==> config.mk <==
export PLATFORM = sky130hd
export DESIGN_NAME = interval_channel
export DESIGN_NICKNAME = d
export VERILOG_FILES = /design/src/rtl/ic_pkg.sv /design/src/rtl/ic_gate_edge.sv /design/src/rtl/ic_load_ctl.sv /design/src/rtl/ic_square_gen.sv /design/src/rtl/ic_down_core.sv /design/src/rtl/interval_channel.sv
export SDC_FILE = /design/constraint.sdc
export NUM_CORES = 1
export LEC_CHECK = 0
export BUFFER_PORTS_ARGS = -buffer_cell sky130_fd_sc_hd__buf_4
export CELL_PAD_IN_SITES_DETAIL_PLACEMENT = 1
export CELL_PAD_IN_SITES_GLOBAL_PLACEMENT = 1
export CORE_ASPECT_RATIO = 1.2
export CORE_MARGIN = 10
export CORE_UTILIZATION = 42
export DETAILED_ROUTE_END_ITERATION = 8
export GPL_TIMING_DRIVEN = 0
export PLACE_DENSITY_LB_ADDON = 0.05
export SYNTH_ARGS = -nofsm -noshare
export SYNTH_HDL_FRONTEND = slang
export SYNTH_HIERARCHICAL = 1
export SYNTH_SLANG_ARGS = --single-unit
export TNS_END_PERCENT = 5
==> constraint.sdc <==
create_clock -name clk -period 5.6 [get_ports clk]
set_input_delay 1.12 -clock clk [delete_from_list [all_inputs] [get_ports clk]]
set_output_delay 1.12 -clock clk [all_outputs]
set_load 0.05 [all_outputs]
==> src/rtl/ic_pkg.sv <==
package ic_pkg;

  typedef enum logic [2:0] {
    M_TERM     = 3'd0,
    M_ONESHOT  = 3'd1,
    M_RATE     = 3'd2,
    M_SQUARE   = 3'd3,
    M_SWSTROBE = 3'd4,
    M_HWSTROBE = 3'd5
  } ic_mode_e;

  // codes 6 and 7 fold onto the rate and square modes
  function automatic ic_mode_e ic_norm_mode(input logic [2:0] code);
    case (code)
      3'd6:    return M_RATE;
      3'd7:    return M_SQUARE;
      default: return ic_mode_e'(code);
    endcase
  endfunction

  // modes where a rising gate edge restarts the count
  function automatic logic ic_retrig(input ic_mode_e m);
    return (m == M_ONESHOT) || (m == M_RATE) || (m == M_SQUARE) || (m == M_HWSTROBE);
  endfunction

endpackage

==> src/rtl/ic_gate_edge.sv <==
module ic_gate_edge (
  input  logic clk,
  input  logic rst,
  input  logic gate,
  output logic rise
);
  logic gate_q;

  always_ff @(posedge clk) begin
    if (rst) gate_q <= 1'b0;
    else     gate_q <= gate;
  end

  assign rise = gate & ~gate_q;


  gate_rise_prev_low_chk: assert property (@(posedge clk) disable iff (rst)
    rise |=> gate_q);

endmodule

==> src/rtl/ic_load_ctl.sv <==
module ic_load_ctl
  import ic_pkg::*;
#(
  parameter int CNT_W = 16
) (
  input  logic             clk,
  input  logic             rst,
  input  logic             load,
  input  logic [CNT_W-1:0] load_val,
  input  logic [2:0]       mode_in,
  output ic_mode_e         mode_eff,
  output logic [CNT_W:0]   n_eff
);
  localparam logic [CNT_W:0] FULL = {1'b1, {CNT_W{1'b0}}};

  ic_mode_e       mode_q;
  logic [CNT_W:0] n_q;
  logic [CNT_W:0] n_d;

  assign n_d = (load_val == '0) ? FULL : {1'b0, load_val};

  always_ff @(posedge clk) begin
    if (rst) begin
      mode_q <= M_TERM;
      n_q    <= FULL;
    end else if (load) begin
      mode_q <= ic_norm_mode(mode_in);
      n_q    <= n_d;
    end
  end

  assign mode_eff = load ? ic_norm_mode(mode_in) : mode_q;
  assign n_eff    = load ? n_d : n_q;


  full_range_chk: assert property (@(posedge clk) disable iff (rst)
    (load && load_val == '0) |=> n_q[CNT_W]);

endmodule

==> src/rtl/ic_square_gen.sv <==
module ic_square_gen #(
  parameter int CNT_W = 16
) (
  input  logic           clk,
  input  logic           rst,
  input  logic           restart,
  input  logic           step,
  input  logic [CNT_W:0] n,
  input  logic [CNT_W:0] vis,
  output logic [CNT_W:0] vis_nxt,
  output logic           out_nxt
);
  localparam logic [CNT_W:0] ONE = (CNT_W+1)'(1);
  localparam logic [CNT_W:0] TWO = (CNT_W+1)'(2);

  logic [CNT_W:0] ph;
  logic [CNT_W:0] ph_adv;
  logic [CNT_W:0] half;
  logic [CNT_W:0] wrapped;

  assign half    = (n + ONE) >> 1;
  assign ph_adv  = (ph == n - ONE) ? '0 : ph + ONE;
  assign wrapped = vis + n - TWO;

  always_comb begin
    if (restart) begin
      vis_nxt = n;
      out_nxt = 1'b1;
    end else begin
      if (vis > TWO)          vis_nxt = vis - TWO;
      else if (wrapped == '0) vis_nxt = n;
      else                    vis_nxt = wrapped;
      out_nxt = (ph_adv < half);
    end
  end

  always_ff @(posedge clk) begin
    if (rst)          ph <= '0;
    else if (restart) ph <= '0;
    else if (step)    ph <= ph_adv;
  end


  sq_phase_range_chk: assert property (@(posedge clk) disable iff (rst)
    step |-> (ph < n));

endmodule

==> src/rtl/ic_down_core.sv <==
module ic_down_core
  import ic_pkg::*;
#(
  parameter int CNT_W = 16
) (
  input  logic             clk,
  input  logic             rst,
  input  logic             load,
  input  logic             rise,
  input  logic             tick,
  input  logic             gate,
  input  ic_mode_e         mode,
  input  logic [CNT_W-1:0] n_lo,
  input  logic [CNT_W:0]   vis_nxt,
  input  logic             sq_out_nxt,
  output logic             restart,
  output logic             step,
  output logic [CNT_W:0]   cnt,
  output logic             out
);
  localparam logic [CNT_W-1:0] LO_ONE = CNT_W'(1);

  logic           armed;
  logic           done;
  logic           retrig;
  logic           trig;
  logic           advance;
  logic           at_one;
  logic [CNT_W:0] dec;
  logic [CNT_W:0] reload;

  assign retrig  = ic_retrig(mode);
  assign trig    = rise && retrig && !load;
  assign advance = tick && armed && (retrig || gate) && !load && !trig;
  assign at_one  = (cnt[CNT_W-1:0] == LO_ONE);
  assign dec     = {1'b0, cnt[CNT_W-1:0] - LO_ONE};
  assign reload  = {1'b0, n_lo};
  assign restart = (load || trig) && (mode == M_SQUARE);
  assign step    = advance && (mode == M_SQUARE);

  always_ff @(posedge clk) begin
    if (rst) begin
      cnt   <= '0;
      out   <= 1'b0;
      armed <= 1'b0;
      done  <= 1'b0;
    end else if (load) begin
      done <= 1'b0;
      cnt  <= (mode == M_SQUARE) ? vis_nxt : reload;
      case (mode)
        M_ONESHOT:  begin out <= 1'b1; armed <= 1'b0; end
        M_SQUARE:   begin out <= 1'b1; armed <= 1'b1; end
        M_HWSTROBE: begin out <= 1'b0; armed <= 1'b0; end
        default:    begin out <= 1'b0; armed <= 1'b1; end
      endcase
    end else if (trig) begin
      armed <= 1'b1;
      done  <= 1'b0;
      cnt   <= (mode == M_SQUARE) ? vis_nxt : reload;
      out   <= (mode == M_SQUARE);
    end else if (advance) begin
      case (mode)
        M_TERM, M_ONESHOT: begin
          cnt <= dec;
          if (at_one) out <= 1'b1;
        end
        M_RATE: begin
          if (at_one) begin
            cnt <= reload;
            out <= 1'b1;
          end else begin
            cnt <= dec;
            out <= 1'b0;
          end
        end
        M_SQUARE: begin
          cnt <= vis_nxt;
          out <= sq_out_nxt;
        end
        M_SWSTROBE, M_HWSTROBE: begin
          cnt <= dec;
          out <= at_one && !done;
          if (at_one) done <= 1'b1;
        end
        default: ;
      endcase
    end
  end


  term_out_sticky_chk: assert property (@(posedge clk) disable iff (rst)
    (!load && mode == M_TERM && out) |=> out);


  gate_low_hold_chk: assert property (@(posedge clk) disable iff (rst)
    (!load && !gate && (mode == M_TERM || mode == M_SWSTROBE)) |=> ($stable(cnt) && $stable(out)));


  oneshot_load_chk: assert property (@(posedge clk) disable iff (rst)
    (load && mode == M_ONESHOT) |=> (out && cnt[CNT_W-1:0] == $past(n_lo)));


  rate_reload_chk: assert property (@(posedge clk) disable iff (rst)
    (!load && !rise && tick && mode == M_RATE && cnt[CNT_W-1:0] == LO_ONE) |=> (out && cnt[CNT_W-1:0] == $past(n_lo)));


  square_vis_nonzero_chk: assert property (@(posedge clk) disable iff (rst)
    (!load && mode == M_SQUARE) |-> (cnt != '0));


  strobe_single_chk: assert property (@(posedge clk) disable iff (rst)
    (!load && !rise && out && tick && (mode == M_SWSTROBE || mode == M_HWSTROBE) && (gate || mode == M_HWSTROBE)) |=> !out);


  hw_wait_hold_chk: assert property (@(posedge clk) disable iff (rst)
    (!load && !rise && mode == M_HWSTROBE && !armed) |=> $stable(cnt));


  retrig_restart_chk: assert property (@(posedge clk) disable iff (rst)
    (!load && rise && (mode == M_RATE || mode == M_SQUARE)) |=> (cnt[CNT_W-1:0] == $past(n_lo)));


  load_start_chk: assert property (@(posedge clk) disable iff (rst)
    load |=> (cnt[CNT_W-1:0] == $past(n_lo)));

endmodule

==> src/rtl/interval_channel.sv <==
module interval_channel
  import ic_pkg::*;
#(
  parameter int CNT_W = 16
) (
  input  logic             clk,
  input  logic             rst,
  input  logic             tick,
  input  logic             gate,
  input  logic             load,
  input  logic [CNT_W-1:0] load_val,
  input  logic [2:0]       mode,
  output logic [CNT_W-1:0] count_o,
  output logic             out_o
);
  ic_mode_e       mode_eff;
  logic [CNT_W:0] n_eff;
  logic           rise;
  logic           restart;
  logic           step;
  logic [CNT_W:0] cnt;
  logic [CNT_W:0] vis_nxt;
  logic           sq_out_nxt;
  logic           out;

  ic_gate_edge u_edge (
    .clk (clk),
    .rst (rst),
    .gate(gate),
    .rise(rise)
  );

  ic_load_ctl #(.CNT_W(CNT_W)) u_load (
    .clk     (clk),
    .rst     (rst),
    .load    (load),
    .load_val(load_val),
    .mode_in (mode),
    .mode_eff(mode_eff),
    .n_eff   (n_eff)
  );

  ic_square_gen #(.CNT_W(CNT_W)) u_square (
    .clk    (clk),
    .rst    (rst),
    .restart(restart),
    .step   (step),
    .n      (n_eff),
    .vis    (cnt),
    .vis_nxt(vis_nxt),
    .out_nxt(sq_out_nxt)
  );

  ic_down_core #(.CNT_W(CNT_W)) u_core (
    .clk       (clk),
    .rst       (rst),
    .load      (load),
    .rise      (rise),
    .tick      (tick),
    .gate      (gate),
    .mode      (mode_eff),
    .n_lo      (n_eff[CNT_W-1:0]),
    .vis_nxt   (vis_nxt),
    .sq_out_nxt(sq_out_nxt),
    .restart   (restart),
    .step      (step),
    .cnt       (cnt),
    .out       (out)
  );

  assign count_o = cnt[CNT_W-1:0];
  assign out_o   = out;


  zero_load_count_chk: assert property (@(posedge clk) disable iff (rst)
    (load && load_val == '0) |=> (count_o == '0));

endmodule

* After elaboration in Yosys (flattened, before gate mapping)
Index checks and enable logic that the tools add are counted.
Operators by class: add/sub/neg operators 7, order comparisons 2, eq/ne operators 10, muxes and demuxes 25, bitwise gates (word level) 2, reduce and logical (&&, ||, !) cells 34
Operator list (number):
- 17-bit two-way mux | 10
- 17-bit case mux with 3 select lines | 1
- 17-bit by 1-bit adder with 17-bit output, second input constant | 2
- 17-bit by 2-bit subtractor with 17-bit output, second input constant | 2
- 17-bit adder | 1
- 17-bit equality test | 1
- 17-bit by 2-bit > comparator with 1-bit output, second input constant | 1
- 17-bit logical NOT | 1
- 17-bit by 16-bit less-than comparator with 1-bit output | 1
- 17-bit by 1-bit subtractor with 17-bit output, second input constant | 1
- 16-bit by 1-bit equality test with 1-bit output, second input constant | 1
- 16-bit logical NOT | 1
- 16-bit two-way mux | 1
- 16-bit by 1-bit subtractor with 16-bit output, second input constant | 1
- 3-bit equality test, second input constant | 4
- 1-bit two-way mux | 10
- 2-bit OR reduction | 5
- 1-bit logical AND | 9
- 3-bit by 2-bit equality test with 1-bit output, second input constant | 2
- 3-bit case mux with 2 select lines | 1
- 3-bit AND reduction | 2
- 6-bit nonzero test | 1
- 1-bit logical OR | 5
- 5-bit nonzero test | 1
- other kinds (13) | 15
Storage, ports and cells: bits in registers 58, input bits 24, output and inout bits 17, logic and storage cells 88

* Depth between registers and ports, before layout
Gate-level depths: netlist of run 1.
depth after elaboration 16, gate-level depth with buffers 26, depth with buffers taken out 24

* Hierarchy
The synthesis of run 1 kept the hierarchy.
By module, submodules not included:
- ic_square_gen | times used 1, cells an instance 617, area each 4202.8 um^2, seq. area each 340.3 um^2
- ic_down_core | times used 1, cells an instance 216, area each 1700.4 um^2, seq. area each 400.4 um^2
- ic_load_ctl | times used 1, cells an instance 75, area each 897.1 um^2, seq. area each 400.4 um^2
- ic_gate_edge | times used 1, cells an instance 3, area each 47.5 um^2, seq. area each 20.0 um^2

* Worst setup path after synthesis of run 1
No wires, ideal clock.
path kind input-to-reg, start point input load, end point register u_core.out, library setup time 0.073 ns, arrival time 5.554 ns, required time 5.527 ns, slack -0.027 ns, cell stages on the path 25, path buffers 2, cell sequence buf_6 mux2_4 inv_1 ha_1 or4b_1 or4_1 a211oi_1 nor3_1 nand4b_1 clkbuf_1 and2_1 ha_1 a21o_1 a21o_1 a21oi_1 nor2_1 a211oi_1 o221ai_1 a21oi_1 o22a_1 a31oi_1 nor2_1 a221oi_1 o221a_2 nor3_2
Between the ends: elaborated cells between the ends (all ways) 39, classes of those cells 2 x add/sub; 1 x order compare; 7 x eq/ne; 9 x mux; 20 x reduce/logical
RTL lines:
- start, declared | RTL line interval_channel.sv:10 | input logic load,
- 17-bit two-way mux | RTL line ic_load_ctl.sv:33 | assign n_eff = load ? n_d : n_q;
- via n_eff[1] | RTL line interval_channel.sv:17 | logic [CNT_W:0] n_eff;
- 17-bit by 1-bit subtractor with 17-bit output | RTL line ic_square_gen.sv:22 | assign ph_adv = (ph == n - ONE) ? '0 : ph + ONE;
- 17-bit equality test | RTL line ic_square_gen.sv:22
- 17-bit two-way mux | RTL line ic_square_gen.sv:22
- via u_square.ph_adv[2] | RTL line ic_square_gen.sv:17 | logic [CNT_W:0] ph_adv;
- 17-bit by 16-bit less-than comparator with 1-bit output | RTL line ic_square_gen.sv:33 | out_nxt = (ph_adv < half);
- 1-bit two-way mux | RTL line ic_square_gen.sv:26 | if (restart) begin
- via sq_out_nxt | RTL line interval_channel.sv:23 | logic sq_out_nxt;
- 1-bit case mux with 4 select lines | RTL line ic_down_core.sv:62 | case (mode)
- 1-bit two-way mux | RTL line ic_down_core.sv:61 | end else if (advance) begin
- 1-bit two-way mux | RTL line ic_down_core.sv:56 | end else if (trig) begin
- 1-bit two-way mux | RTL line ic_down_core.sv:47 | end else if (load) begin
- end signal, assigned | RTL line ic_down_core.sv:60 | out <= (mode == M_SQUARE);
- end signal, assigned | RTL line ic_down_core.sv:78 | out <= sq_out_nxt;
- end signal, assigned | RTL line ic_down_core.sv:82 | out <= at_one && !done;
- end, declared | RTL line ic_down_core.sv:19 | output logic out
The timed path passes the listed nets, and every way through them passes these cells. The select of a mux whose other input is x is not followed. A chain may end at the register's enable or synchronous reset.

* Worst setup path after layout of run 1
Ends and elaborated chain as after synthesis.

==> results of run 1 <==
-- logic make-up after synthesis --
group | count (synthesis) | share of synthesized area, %
adders and majority gates | 56 | 10.3
buffers and inverters | 129 | 8.33
AOI/OAI and AO/OA | 223 | 22.8
DFF | 58 | 17.0
muxes | 21 | 4.29
xor gates and xnor gates | 81 | 10.4
and+or+nand+nor | 343 | 26.9
-- state kept, by name, indices dropped and copies added, names as in the netlist --
name and cells:
u_core/armed 1, u_core/cnt 17, u_core/done 1, u_core/out 1, u_edge/gate_q 1, u_load/mode_q 3, u_load/n_q 17, u_square/ph 17
-- power groups by stage --
stage	clock network [uW]	registers (uW)	logic [uW]
after floorplan	0	532	765
after global routing	638	499	1300
after CTS	619	493	1160
final	608	494	1200
after global placement	0	499	1070
after detailed placement	0	502	1110
-- cell usage after synthesis, types with 7 or more instances --
cell type	number	area share [%]
o22ai_2	9	1.6
mux2_4	16	3.5
nor2_1	67	3.7
a31oi_1	10	0.91
a211oi_1	9	0.99
and2_1	37	3.4
nor3_1	36	2.6
nand2_1	51	2.8
a21o_1	11	1.2
xnor2_1	49	6.3
ha_1	55	10
clkbuf_1	29	1.6
buf_6	9	1.5
inv_1	83	4.5
nand3_1	51	3.7
nor4_1	18	1.6
o21ai_0	36	2.6
a21oi_1	68	5.0
dfxtp_1	58	17
nand4_1	8	0.73
nand2b_1	18	1.6
o21ai_1	7	0.51
xor2_1	32	4.1
or4_1	7	0.77
-- final cells by class --
cell class	instances	area, sq um	area share [%]
buffer	43	300	3.64
timing repair buffer	67	542	6.57
clock inverter	5	77.6	0.940
inverter	84	322	3.90
clock buffer	11	243	2.94
tap	212	265	3.22
sequential	58	1160	14.1
multi-input combinational	724	5340	64.7
-- layer usage --
| metal | vias to the layer above | GRT usage (%) | wire length (microns) |
|---|---|---|---|
| li1 | 3425 | - | - |
| met1 | 3587 | 27.0 | 10900 |
| met2 | 194 | 40.9 | 13400 |
| met3 | 66 | 4.30 | 1170 |
| met4 | 0 | 10.1 | 1140 |
| met5 | - | 0 | 0 |
-- worst min-delay path: stages, from the launching register on --
cell      delay [ns]
dfxtp_1         0.29
inv_1           0.09
o221ai_2        0.09
-- final timing paths --
path / cells after the start / from / to / slack, ns
max: 27 / load / u_core/out$_SDFFE_PP0P_ / -0.21
min: 2 / u_load/n_q[16]$_SDFF_PP1_ / u_load/n_q[16]$_SDFF_PP1_ / 0.53
max reg2reg: 25 / u_load/n_q[1]$_SDFF_PP0_ / u_core/out$_SDFFE_PP0P_ / 0.55
min reg2reg: 2 / u_load/n_q[16]$_SDFF_PP1_ / u_load/n_q[16]$_SDFF_PP1_ / 0.53
-- per-stage QoR --
stage          power (uW)  util (%)  setup slack, ns
2_1_floorplan        1300         -          0.00884
3_3_place_gp         1570      46.0           -0.910
3_5_place_dp         1610      46.0            -1.04
4_1_cts              2270      49.5          -0.0570
5_1_grt              2440      51.1           -0.428
6_report             2300      51.1           -0.206
-- layout by cell type (no fill, tap or decap), drive strengths merged, types with 5 or more instances in the layout --
master   n
and2    38
o21a     5
o211ai   6
nand3   51
and3     6
o21ai   43
nor2b    8
a211oi   9
a221oi   7
dfxtp   58
or3      6
xnor2   49
a31oi   11
nor3    38
mux2    19
a21oi   68
inv     83
o22ai   15
a221o    7
or4      9
nand4    8
nor4    18
nand2b  18
a21o    11
clkbuf  37
nor2    67
xor2    32
ha      55
buf     83
nand2   51
-- timing repair --
item | CTS | global route
gates cloned | 1 | 0
gates resized for setup | 45 | 30
buffers inserted | 13 | 13
pin swaps | 7 | 22
setup endpoints to repair | 17 | 15
==> metrics.md, run 1 <==
| Metric | Value |
|---|---|
| First-pass GRT wire length | 41,300 microns |
| Tcrit/Tclk final | 104% |
| Dpl cells | 1,163 |
| Ys async rst share | 0% |
| Peak supply drop | 0.000168 V |
| Layout cells sized above 1 | 20.5% |
| Synthesized area | 6850 sq um |
| Critical Path Source Type | primary input |
| Failing checks | negative setup slack |
| Post-DP HPWL | 19,900 microns |
| Fill cells | 2,006 |
| Combinational fraction of design power | 52.1% |
| WP data arrival | 6.07 ns |
| Worst-Margin Slew | 1.35 ns |
| Synthesized net count | 991 |
| Seq cells post-synth | 58 |
| Final Instance Area | 8250 sq um |
| RD Place Congestion | 0.956 |
| Row Count | 51 |
| Worst-path fanout max | 7 |
| Seq/Total Area, Yosys | 17.0% |
| Total number of vias | 7,272 |
| Die extent in y | 160 microns |
| Remaining antenna violation count | 0 |
| Total gr overflow | 0 |
| Finished Layout Cells | 1,204 |
| Max_cap viols | 0 |
| Antenna Cells | 0 |
| Status | finished, violations left |
| Fin Clk Skew | 0.00879 ns |
| Worst-path clk slew | 0.06 ns |
| Clk sinks | 58 |
| CTS tree | done |
| TritonRoute pass-1 iters | 5 |
| Crit end category | register |
| Die area | 21,800 sq um |
| RSZ-0062 raised after global routing | true |
| Post-synth EDFFs | 0 |
| Cell variety after synth | 86 |
| Fin. max-slew vios | 0 |
| Setup tns final | -0.407 ns |
| Slew margin rel. | 9.43% |
| WL per Instance | 22.1 microns |
| Final setup violation count | 4 |
| Vias/cell | 6.04 |
| Final worst setup slack | -0.206 ns |
| Post-route minimum period | 5.81 ns |
| Int Pwr | 1310 uW |
| Clock power share | 26.4% |
| Layout area overhead | 20.5% |
| Nets | 1,067 |
| Final hold violation count | 0 |
| CTS root buf | clkbuf_16 |
| H-tree depth | 3 |
| # DRC | 0 |
| Hold Path Class | register to register |
| Crit Path Category | primary input to register |
| Hold Slack | 0.528 ns |
| Sw frac | 43.2% |
| NetSw | 994 uW |
| IO Port Bufs | 40 |
| Iteration-0 DRC Markers | 357 |
| Highest-delay cell along the critical path | or4b_4 |
| Dpl cell area | 7420 sq um |
| Vias in the first global route | 7,688 |
| Initial Utilization | 42.4% |
| Max incr delay on CP | 0.48 ns |
| Worst path bufs/invs | 5 |
| GRT Overall Usage | 23.5% |
| Seq pwr share | 21.5% |
| Static Leak | 0.00340 uW |
| CP top delay family | simple AND/OR/NAND/NOR gates |
| Largest net degree at the start of global routing | 13 |
| Core box area | 16,100 sq um |
| CTS Hold Bufs | 0 |
| CTS max path bufs | 2 |
| Synthesized area per cell | 7.52 sq um |
| Fmax | 172 MHz |
| CTS Buf Count | 9 |
| Worst Path Required | 5.86 ns |
| Synth warn | 6 |
| Die Width | 137 microns |
| Initial antenna violation count | 0 |
| P per Cell Area | 279 nW/um^2 |
| Top FF cell, synth | dfxtp_1 |
| I/O pin total | 41 |
| Final WL | 26,600 microns |
| Post-synthesis cell count | 911 |
| Cell mode on critical path | buf_12 |
| Clock latency on the worst-skew pair | 0.34 ns |
Note: power is estimated with default switching activity, not from simulation.
==> run 2: changes to the inputs <==
--- a/config.mk
+++ b/config.mk
@@ -12,7 +12,6 @@
 export CORE_MARGIN = 10
 export CORE_UTILIZATION = 42
 export DETAILED_ROUTE_END_ITERATION = 8
-export GPL_TIMING_DRIVEN = 0
 export PLACE_DENSITY_LB_ADDON = 0.05
 export SYNTH_ARGS = -nofsm -noshare
 export SYNTH_HDL_FRONTEND = slang
==> run 2 against run 1 <==
  * The run now ends clean
  * Setup slack better by 0.32 ns
  * Count of clock-buffer cells in the layout grew 1
  * Core utilization rose by 3.2 points
  * First-iteration DRC count is 42% higher
  * Flip-flop and latch count did not move
  * Register-to-register slack improved by 0.20 ns
  * Die area is the same
  * Clock skew shrank 0.0021 ns
  * Sequential power is 3% lower
  * Largest cell class unchanged
  * Routed wire length increased by 5.8%
==> metrics.md, run 2 (synthesized netlist as in run 1, its figures left out) <==
| Metric | Value |
|---|---|
| Final WL | 28,100 microns (+5.8%) |
| Fin. max-slew vios | 0 (unchanged) |
| Worst-Margin Slew | 0.989 ns (-0.359 ns) |
| Hold Slack | 0.528 ns (+0.000368 ns) |
| CTS max path bufs | 2 (unchanged) |
| TritonRoute pass-1 iters | 5 (unchanged) |
| Nets | 1,123 (+5.2%) |
| Die extent in y | 160 microns (unchanged) |
| # DRC | 0 (unchanged) |
| WP data arrival | 5.71 ns (-0.36 ns) |
| Critical Path Source Type | primary input |
| CTS Buf Count | 9 (unchanged) |
| Initial Utilization | 42.4% (unchanged) |
| DRT met1 WL | 11,300 microns (+3.5%) |
| CTS tree | done |
| H-tree depth | 3 (unchanged) |
| Layout area overhead | 27.9% |
| Fmax | 182 MHz (+5.9%) |
| Remaining antenna violation count | 0 (unchanged) |
| DR WL met3 | 1360 microns (+17%) |
| Worst-path fanout max | 5 (-2) |
| Largest net degree at the start of global routing | 25 (+12) |
| Slew margin rel. | 33.7% (+24 points) |
| IO Port Bufs | 40 (unchanged) |
| Post-route minimum period | 5.48 ns (-0.322 ns) |
| RD Place Congestion | 0.974 (+1.8%) |
| WL per Instance | 22.3 microns (+1.1%) |
| Top flop regs | u_core/cnt x17, u_load/n_q x17, u_square/ph x17 |
| Worst Path Required | 5.83 ns (-0.03 ns) |
| I/O pin total | 41 (unchanged) |
| Iteration-0 DRC Markers | 508 (+42%) |
| Row Count | 51 (unchanged) |
| Core box area | 16,100 sq um (unchanged) |
| Crit end category | register |
| Vias/cell | 6.00 (-0.61%) |
| Met2 wire length | 14,300 microns (+6.8%) |
| Final hold violation count | 0 (unchanged) |
| RSZ-0062 raised after global routing | true |
| Post-DP HPWL | 21,600 microns (+8.8%) |
| Final setup violation count | 0 (-4) |
| Total number of vias | 7,564 (+4.0%) |
| Fill cells | 2,026 (+1.0%) |
| Tcrit/Tclk final | 97.9% (-5.8 points) |
| P per Cell Area | 281 nW/um^2 (+0.85%) |
| Most frequent cells in the layout | 159 x buf_4, 81 x inv_1, 66 x a21oi_1 |
| Total gr overflow | 0 (unchanged) |
| Peak supply drop | 0.000180 V (+6.7%) |
| Clk sinks | 58 (unchanged) |
| Antenna Cells | 0 (unchanged) |
| Vias in the first global route | 8,078 (+5.1%) |
| Hold Path Class | register to register |
| Initial antenna violation count | 0 (unchanged) |
| First-pass GRT wire length | 43,600 microns (+5.6%) |
| CTS Hold Bufs | 0 (unchanged) |
| Static Leak | 0.00373 uW (+9.9%) |
| Layout cells sized above 1 | 27.3% (+6.8 points) |
| Fin Clk Skew | 0.00672 ns (-0.00208 ns) |
| Die Width | 137 microns (unchanged) |
| Clock latency on the worst-skew pair | 0.34 ns (about the same) |
| Die area | 21,800 sq um (unchanged) |
| Final worst setup slack | 0.117 ns (+0.323 ns) |
| Worst-path clk slew | 0.06 ns (about the same) |
| CTS root buf | clkbuf_16 |
| Crit Path Category | primary input to register |
| Pre-CTS setup slack | -0.352 ns (+0.693 ns) |
| Status | finished clean |
| Max_cap viols | 0 (unchanged) |
| Max layer used | met4 |
| GRT Overall Usage | 25.0% (+1.6 points) |
| Most common cell after layout, fill and taps aside | buf_4 |
[run 2: changes by cell type in the layout (fill, tap and decap cells not counted), moves of 2 or more]
cell      change
buf_6         -5
ha_4          +4
inv_1         +3
clkbuf_1     -21
buf_2         -3
o22ai_2       -2
and2_1        -3
inv_2         -2
buf_4        +94
buf_12        -2
and2_4        +3
clkinv_2      -2
ha_1          -4
clkbuf_4      -2
[run 2: critical path, cell delays in order]
cell      delay, ns
buf_8          0.12
mux2_4         0.33
inv_4          0.09
ha_4           0.12
or4b_4         0.47
or4_4          0.51
a211oi_4       0.26
nor3_2         0.07
nand4b_1       0.26
buf_6          0.20
buf_4          0.14
and2_1         0.16
ha_4           0.27
nand4_1        0.08
or3_4          0.35
o221ai_2       0.15
a21oi_1        0.06
o22a_2         0.24
a31oi_1        0.17
nor2_1         0.08
a221oi_2       0.19
o221a_2        0.22
nor3_2         0.04
[run 2: power breakdown]
| part | switching (uW) | total [uW] | leakage, uW | internal, uW |
|---|---|---|---|---|
| Combinational | 788 | 1390 | 0.00311 | 606 |
| Clock | 223 | 591 | 0.000145 | 368 |
| Sequential | 41.4 | 480 | 0.000475 | 438 |
| Total | 1050 | 2470 | 0.00373 | 1410 |
[run 2: area by class of cell]
type	count	area, sq um	share of cell area (%)
Clock inverter	4	50.0	0.571
Clock buffer	12	256	2.93
Multi-Input combinational cell	724	5400	61.7
Sequential cell	58	1160	13.3
Inverter	84	318	3.63
Tap cell	212	265	3.03
Timing Repair Buffer	166	1310	14.9
[run 2: per-layer routing]
layer / track usage [%] / vias to the layer above
li1: - / 3529
met1: 28.7 / 3723
met2: 44.1 / 235
met3: 3.64 / 77
met4: 11.7 / 0
met5: 0 / -
[run 2: repair_timing]
| item | in CTS | in global routing |
|---|---|---|
| pin swaps | 0 | 22 |
| gates cloned | 0 | 2 |
| endpoints found under the setup margin | 2 | 9 |
| setup buffers | 0 | 4 |
| gates resized for setup | 4 | 55 |
[run 2: worst paths after layout]
kind,slack [ns],to,depth (start not counted),from
worst min-delay path,0.53,u_core/armed$_SDFFE_PP0N_,2,u_core/armed$_SDFFE_PP0N_
worst max register to register,0.75,u_core/out$_SDFFE_PP0P_,22,u_load/n_q[1]$_SDFF_PP0_
worst min register to register,0.53,u_core/armed$_SDFFE_PP0N_,2,u_core/armed$_SDFFE_PP0N_
worst max-delay path,0.12,u_core/out$_SDFFE_PP0P_,23,load
[run 2: per-stage QoR]
stage / util (%) / instance area [sq um] / TNS, ns / power [uW] / std cells
finish: 54.3 / 8760 / 0 / 2470 / 1260
global route: 54.3 / 8760 / -0.0419 / 2620 / 1260
CTS: 52.1 / 8410 / 0 / 2430 / 1254
detailed placement: 50.1 / 8090 / -2.86 / 1820 / 1238
global placement: 50.1 / 8090 / -1.22 / 1780 / 1238
floorplan: - / 6850 / 0 / 1300 / 911
